<file path="config.mk">
export PLATFORM = sky130hd
export DESIGN_NAME = array_mult_reg
export DESIGN_NICKNAME = d
export VERILOG_FILES = /design/src/rtl/amul_pkg.sv /design/src/rtl/amul_cell.sv /design/src/rtl/amul_array.sv /design/src/rtl/amul_ctrl.sv /design/src/rtl/amul_datapath.sv /design/src/rtl/array_mult_reg.sv
export SDC_FILE = /design/constraint.sdc
export NUM_CORES = 1
export LEC_CHECK = 0
export ABC_AREA = 1
export BUFFER_PORTS_ARGS = -buffer_cell sky130_fd_sc_hd__buf_2
export CAP_MARGIN = 20
export CORE_UTILIZATION = 35
export DETAILED_ROUTE_END_ITERATION = 10
export SYNTH_ARGS = -nofsm -noshare
export SYNTH_HDL_FRONTEND = slang
export SYNTH_HIERARCHICAL = 1
export SYNTH_SLANG_ARGS = --single-unit
</file>
<file path="constraint.sdc">
create_clock -name clk -period 25.2 [get_ports clk]
set_clock_uncertainty 0.1 [all_clocks]
set_input_delay 5.04 -clock clk [delete_from_list [all_inputs] [get_ports clk]]
set_output_delay 5.04 -clock clk [all_outputs]
set_load 0.1 [all_outputs]
</file>
<file path="src/rtl/amul_pkg.sv">
package amul_pkg;
  typedef struct packed {
    logic loadOperands;
    logic loadProduct;
  } amulCtrl_t;
endpackage

</file>
<file path="src/rtl/amul_cell.sv">
module amul_cell (
  input  logic a,
  input  logic b,
  input  logic ci,
  output logic s,
  output logic co
);
  assign s  = a ^ b ^ ci;
  assign co = (a & b) | (ci & (a ^ b));
endmodule

</file>
<file path="src/rtl/amul_array.sv">
module amul_array #(
  parameter int NA = 8,
  parameter int NB = 8,
  localparam int PW = NA + NB
) (
  input  logic [NA-1:0] mcand,
  input  logic [NB-1:0] mplier,
  output logic [PW-1:0] prod
);
  logic [NB-1:0] lowBits;

  for (genvar i = 0; i < NB; i++) begin : rowGen
    logic [NA-1:0] partial;
    logic [NA-1:0] sumBits;
    logic          coutBit;
    assign partial = mcand & {NA{mplier[i]}};

    if (i == 0) begin : firstRow
      assign sumBits = partial;
      assign coutBit = 1'b0;
    end else begin : addRow
      logic [NA-1:0] upper;
      logic [NA:0]   carry;
      assign upper    = {rowGen[i-1].coutBit, rowGen[i-1].sumBits[NA-1:1]};
      assign carry[0] = 1'b0;
      for (genvar j = 0; j < NA; j++) begin : cellGen
        amul_cell u_cell (
          .a (partial[j]),
          .b (upper[j]),
          .ci(carry[j]),
          .s (sumBits[j]),
          .co(carry[j+1])
        );
      end
      assign coutBit = carry[NA];
    end

    assign lowBits[i] = sumBits[0];
  end

  assign prod = {rowGen[NB-1].coutBit, rowGen[NB-1].sumBits[NA-1:1], lowBits};
endmodule

</file>
<file path="src/rtl/amul_ctrl.sv">
module amul_ctrl
  import amul_pkg::*;
(
  input  logic      clk,
  input  logic      rstN,
  output amulCtrl_t ctrl
);
  logic primed;

  always_ff @(posedge clk or negedge rstN) begin
    if (!rstN) primed <= 1'b0;
    else       primed <= 1'b1;
  end

  always_comb begin
    ctrl.loadOperands = rstN;
    ctrl.loadProduct  = primed;
  end
endmodule

</file>
<file path="src/rtl/amul_datapath.sv">
module amul_datapath
  import amul_pkg::*;
#(
  parameter int NA = 8,
  parameter int NB = 8,
  localparam int PW = NA + NB
) (
  input  logic          clk,
  input  logic          rstN,
  input  amulCtrl_t     ctrl,
  input  logic [NA-1:0] opA,
  input  logic [NB-1:0] opB,
  output logic [PW-1:0] product
);
  logic [NA-1:0] regA;
  logic [NB-1:0] regB;
  logic [PW-1:0] arrayOut;

  always_ff @(posedge clk or negedge rstN) begin
    if (!rstN) begin
      regA <= '0;
      regB <= '0;
    end else if (ctrl.loadOperands) begin
      regA <= opA;
      regB <= opB;
    end
  end

  amul_array #(.NA(NA), .NB(NB)) u_array (
    .mcand (regA),
    .mplier(regB),
    .prod  (arrayOut)
  );

  always_ff @(posedge clk or negedge rstN) begin
    if (!rstN)                 product <= '0;
    else if (ctrl.loadProduct) product <= arrayOut;
  end
endmodule

</file>
<file path="src/rtl/array_mult_reg.sv">
module array_mult_reg
  import amul_pkg::*;
#(
  parameter int NA = 8,
  parameter int NB = 8,
  localparam int PW = NA + NB
) (
  input  logic          clk,
  input  logic          rstN,
  input  logic [NA-1:0] opA,
  input  logic [NB-1:0] opB,
  output logic [PW-1:0] product
);
  amulCtrl_t ctrl;

  amul_ctrl u_ctrl (
    .clk (clk),
    .rstN(rstN),
    .ctrl(ctrl)
  );

  amul_datapath #(.NA(NA), .NB(NB)) u_dp (
    .clk    (clk),
    .rstN   (rstN),
    .ctrl   (ctrl),
    .opA    (opA),
    .opB    (opB),
    .product(product)
  );
endmodule

</file>
==> flow_summary.toml, run 1 <==
[run_status]
outcome = "complete, no violations"

[flow_run]
cap_violations = 0

[hold_path]
hold_path.class = "reg -> reg"
holdPathStages = 2
min_to = "u_dp/product[2]"
hold_start = "u_dp/product[2]"

[clocking]
htree_num_levels = 2
numCtsBuffers = 5
insertion_delay_ns = 0.29
cts_tree = "done"
clk_pin_slew_worst_paths_ns = 0.07
ctsHoldBuffers = 0
post_cts_buffers = 0
clock_path_buffers = 2
clock_sinks = 33
root_buffer = "clkbuf_8"
post_cts_resized = 0

[detailed_routing]
antenna_left = 0
viasPerCell = 4.11
drt_iter0_drc = 53
wire_per_inst_um = 10.3
dr.pass1.iters = 4
vias = 1935
drc = 0
routed_wl_um = 4870

[timing]
hold_viol = 0
rsz0062_at_grt = "no"
timing.hold.ws_ns = 0.364
setup_tns_ns = 0
worst_pin_slew_ns = 0.635
finalCritPeriodShare_pct = 38.6
max_clock_freq_mhz = 103
setup_viol = 0
slew-limit-headroom_pct = 57.7
period_needed_ns = 9.74
drv_slew = 0

[synthesis]
synth_top_area_share_pct = 36.7
synth-seq-cells = 33
syn_area_per_cell_um2 = 8.74
ys_seq_area_share_pct = 27.1
syn_area_mm2 = 0.00305
yosysUniqueCellTypes = 13
synth_area_leader_cell = "fa_1"
syn_inst = 349
yosysWarningCount = 6
synthTopCellsByArea = "fa_1, dfrtp_1, nand2_1"

[place]
dp_hpwl_um = 4060
place_congestion = 0.734
dpl.cell_count = 463
port_buffers = 33
placed_area_mm2 = 0.00315

[critical_path]
crit_fanout = 9
r2r_start = "u_dp/regB[1]"
crit_chain = "nand2_1 > inv_1 > fa_1 > fa_1 > fa_1 > fa_1 > fa_1 > fa_1 > fa_1 > fa_1 > fa_1 > fa_1 > fa_1 > fa_1 > fa_1 > fa_1 > fa_1 > fa_1 > fa_1 > fa_1 > fa_1 > fa_1 > nand2_1 > nand2_1"
crit_arrival_ns = 9.87
cp_slowest_cell = "fa_1"
critPathTopFamily = "adder cells"
r2r_slack_ns = 15.46
critPathMostFrequentCell = "fa_1"
critPathBufInv = 1
start_kind = "register"
r2r.worst_path.cells = 24
r2r_end = "u_dp/product[14]"
criticalPathCategory = "reg -> reg"
crit_required_ns = 25.33
slowest_delay_ns = 0.53
crit_path_end_kind = "register"

[global_route]
grtUsageTotal_pct = 12.7
grt_first_pass_wirelength_um = 8690
grt_overflow = 0
grt_max_degree = 51
grt_pass1_vias = 2069
antenna_found_initial = 0

[cells_and_area]
nets = 439
syn_to_final_growth_pct = 7.13
multi_input_area_mm2 = 0.00176
area.sequential_um2 = 826
final_layout_size_suffix_gt1_share_pct = 12.6
final_cell_area_mm2 = 0.00327
fillers = 888
fin_cells = 471
diodes = 0

[floorplanning]
start_util_pct = 36.6
core_mm2 = 0.00834
chipHeight_um = 95.4
fp.dieW_um = 95.4
std_cell_rows = 33
ioPinCount = 34
dieArea_mm2 = 0.00910

[power]
p_leak_nw = 2.12
p_per_area_mw_per_mm2 = 122
ir_drop_mv = 0.0369
synth_stat cells (all sizes together):
cell type and number:
nand2 160, inv 66, fa 56, dfrtp 33
buf 31, conb 2, clkbuf 1
layer usage:
metal / up-vias / share of wire [%] / GRT usage, %
li1: 975 / - / -
met1: 925 / 42 / 14.2
met2: 30 / 52 / 23.5
met3: 5 / 4.1 / 2.87
met4: 0 / 1.6 / 4.48
met5: - / 0 / 0
layout by cell type, fill, tap and decap left out:
master,n
nand2_1,157
fa_1,56
dfrtp_1,33
buf_2,33
inv_6,1
conb_1,9
inv_1,64
buf_4,1
nand2_2,3
clkbuf_8,6
clkbuf_1,1
bufinv_16,1
inv_8,1
worst max-delay path by stage:
stage / from / endpoint / slack, ns / depth (start not counted)
2_1_floorplan: u_dp/regB[1] / u_dp/product[15] / 15.88 / 26
5_1_grt: u_dp/regB[1] / u_dp/product[14] / 15.14 / 24
6_report: u_dp/regB[1] / u_dp/product[14] / 15.46 / 24
3_5_place_dp: u_dp/regB[1] / u_dp/product[14] / 15.43 / 24
4_1_cts: u_dp/regB[1] / u_dp/product[14] / 15.41 / 24
3_3_place_gp: u_dp/regB[1] / u_dp/product[14] / 15.61 / 24
per-stage QoR:
| step | total power [mW] | util (%) | setup slack [ns] |
|---|---|---|---|
| final | 0.400 | 39.2 | 15.46 |
| after global routing | 0.449 | 39.2 | 15.14 |
| after CTS | 0.413 | 39.2 | 15.41 |
| after detailed placement | 0.359 | 37.8 | 15.43 |
| after global placement | 0.352 | 37.8 | 15.61 |
| after floorplan | 0.323 | - | 15.88 |
logic make-up after synthesis:
| family | share of synthesized area, % |
|---|---|
| flip-flops | 27.1 |
| other | 0.246 |
| adder cells (fa/ha/maj) | 36.7 |
| buffers and inverters | 16.0 |
| AND/OR/NAND/NOR | 19.9 |
flip-flops by register name, summed over array words and instances (netlist names):
| register | cells |
|---|---|
| u_dp/regA | 8 |
| u_dp/regB | 8 |
| u_ctrl/primed | 1 |
| u_dp/product | 16 |
where the power goes:
group / switching, mW / internal [mW] / leakage (nW) / total [mW]
combinational: 0.174 / 0.0953 / 1.65 / 0.269
sequential: 0.0116 / 0.0673 / 0.406 / 0.0788
clock: 0.0204 / 0.0322 / 0.0585 / 0.0526
total: 0.206 / 0.195 / 2.12 / 0.400
cell type report:
type                            instances  share of cell area, %
Multi-Input combinational cell        225                   53.9
Sequential cell                        33                   25.3
Inverter                               66                   7.96
Timing Repair Buffer                   34                   5.28
Tap cell                              105                   4.02
Clock buffer                            7                   2.64
Clock inverter                          1                  0.918
worst min-delay path, delay by kind of cell (launching register included):
kind          cells  cell delay (ns)
flops             1             0.34
simple gates      2             0.09
(Power assumes the default switching activity.)
==> inputs of run 2 (changes only) <==
==> constraint.sdc (replaced) <==
create_clock -name clk -period 8.6 [get_ports clk]
set_clock_uncertainty 0.1 [all_clocks]
set_input_delay 1.72 -clock clk [delete_from_list [all_inputs] [get_ports clk]]
set_output_delay 1.72 -clock clk [all_outputs]
set_load 0.1 [all_outputs]
==> run 2 against run 1 <==
The run now ends with negative setup slack left. Wire length grew 15%. Via count grew 2.6%. Global-route usage grew 1.8 points. Power grew to 3.1 times the previous value. Sequential power grew to 2.9 times the previous value. Critical path depth is the same. Largest cell class unchanged.
==> flow_summary.toml, run 2 (same netlist as run 1, synthesis figures left out) <==
[run_status]
outcome = "finished with violations"
violations = "negative setup slack"

[clocking]
htree_num_levels = 2
root_buffer = "clkbuf_8"
numCtsBuffers = 5
cts_tree = "done"
insertion_delay_ns = 0.28
ctsHoldBuffers = 0
post_cts_buffers = 0
clk_pin_slew_worst_paths_ns = 0.07
clock_path_buffers = 2
clock_sinks = 33

[floorplanning]
fp.dieW_um = 95.4
chipHeight_um = 95.4
start_util_pct = 36.6
ioPinCount = 34
std_cell_rows = 33
dieArea_mm2 = 0.00910
core_mm2 = 0.00834

[detailed_routing]
routed_wl_um = 5570
wire_per_inst_um = 11.7
vias = 1985
viasPerCell = 4.15
antenna_left = 0
drt_iter0_drc = 94
dr.pass1.iters = 5
drc = 0

[hold_path]
hold_start = "u_dp/product[7]"
hold_path.class = "reg -> reg"

[global_route]
antenna_found_initial = 0
grtUsageTotal_pct = 14.4
grt_max_degree = 51
grt_pass1_vias = 2147
grt_overflow = 0
grt_first_pass_wirelength_um = 9800

[cells_and_area]
fin_cells = 478
final_cell_mix = "nand2_1, inv_1, fa_2"
nets = 447
syn_to_final_growth_pct = 12.2
final_cell_area_mm2 = 0.00342
top_regs = "u_dp/product: 16 flops, u_dp/regA: 8 flops, u_dp/regB: 8 flops"
largest_register_ffs = 16
final_common_cell = "nand2_1"
final_layout_size_suffix_gt1_share_pct = 28.2
regMostFlops = "u_dp/product"
diodes = 0

[timing]
finalCritPeriodShare_pct = 105
setup_viol = 3
hold_viol = 0
rsz0062_at_grt = "yes"
period_needed_ns = 9.04
slew-limit-headroom_pct = 58.5
finalWorstSetupSlack_ns = -0.444
max_clock_freq_mhz = 111
drv_slew = 0
setup_tns_ns = -0.927
worst_pin_slew_ns = 0.623

[critical_path]
slowest_delay_ns = 0.56
critPathMostFrequentCell = "fa_2"
crit_required_ns = 8.73
crit_path_end_kind = "register"
crit_fanout = 2
cp_slowest_cell = "fa_2"
start_kind = "register"
r2r_start = "u_dp/regA[0]"
crit_chain = "nand2_2 > inv_2 > fa_2 > fa_2 > fa_2 > fa_2 > fa_2 > fa_2 > fa_2 > fa_2 > fa_2 > fa_2 > fa_2 > fa_2 > fa_2 > fa_2 > fa_2 > fa_1 > fa_2 > fa_2 > fa_2 > fa_2 > nand2_1 > nand2_1"
crit_arrival_ns = 9.17
criticalPathCategory = "reg -> reg"
startpoint = "u_dp/regA[0]"

[place]
port_buffers = 33
place_congestion = 0.755
dp_hpwl_um = 4520
placed_area_mm2 = 0.00334
dpl.cell_count = 471

[power]
p_leak_nw = 2.06
ir_drop_mv = 0.133
p_per_area_mw_per_mm2 = 363

[flow_run]
cap_violations = 0
## run 2: cell types whose count changed in the layout (fill, tap and decap cells not counted)
cell       before  now
nand2_1       157  156
fa_1           56    7
bufinv_16       1    0
nand2_2         3    4
inv_2           0    2
buf_4           1    9
fa_2            0   49
inv_1          64   62
## run 2: path summary, 6_finish.rpt
path                       cells after the start          endpoint  slack [ns]
max in group asynchronous                      2   u_dp/product[9]        6.57
min in group asynchronous                      2      u_dp/regA[2]        1.43
setup reg to reg                              24  u_dp/product[14]       -0.44
hold reg to reg                                2   u_dp/product[7]        0.37
setup / recovery                              24  u_dp/product[14]       -0.44
hold / removal                                 2   u_dp/product[7]        0.37
## run 2: report_power, final
part	switching, mW	internal (mW)	total, mW
registers	0.0289	0.197	0.226
clock network	0.0565	0.0635	0.120
logic	0.552	0.346	0.899
## run 2: stage by stage
stage               hold slack [ns]  worst slack, ns  power (mW)  util [%]
floorplan                     0.337           -0.424       0.999         -
global placement              0.348           -0.469        1.11      40.0
detailed placement            0.354           -0.587        1.14      40.0
CTS                           0.371           -0.506        1.27      41.0
global route                  0.395           -0.681        1.39      41.1
finish                        0.367           -0.444        1.24      41.1
## run 2: layout make-up
type | instances | area, µm²
repair buffers | 42 | 233
well taps | 105 | 131
flip-flops and latches | 33 | 826
clock buffers | 7 | 86.3
multi-input cells | 225 | 1890
fillers | 875 | 4920
inverters | 66 | 260
## run 2: per-layer routing
| layer | wire length, µm | GRT usage [%] | up-vias |
|---|---|---|---|
| li1 | - | - | 990 |
| met1 | 2690 | 19.6 | 956 |
| met2 | 2650 | 23.6 | 34 |
| met3 | 185 | 2.47 | 5 |
| met4 | 51 | 4.48 | 0 |
| met5 | 0 | 0 | - |
## run 2: timing repair
action / in CTS / in global routing
pin swaps: 34 / 2
endpoints found under the setup margin: 3 / 4
gates resized for setup: 0 / 3
## run 2: worst max-delay path, delay by kind of cell (launching register included)
family / cells / cell delay [ns]
adder cells (fa/ha/maj): 20 / 8.22
flip-flops: 1 / 0.41
AND/OR/NAND/NOR: 3 / 0.20
buffers and inverters: 1 / 0.04
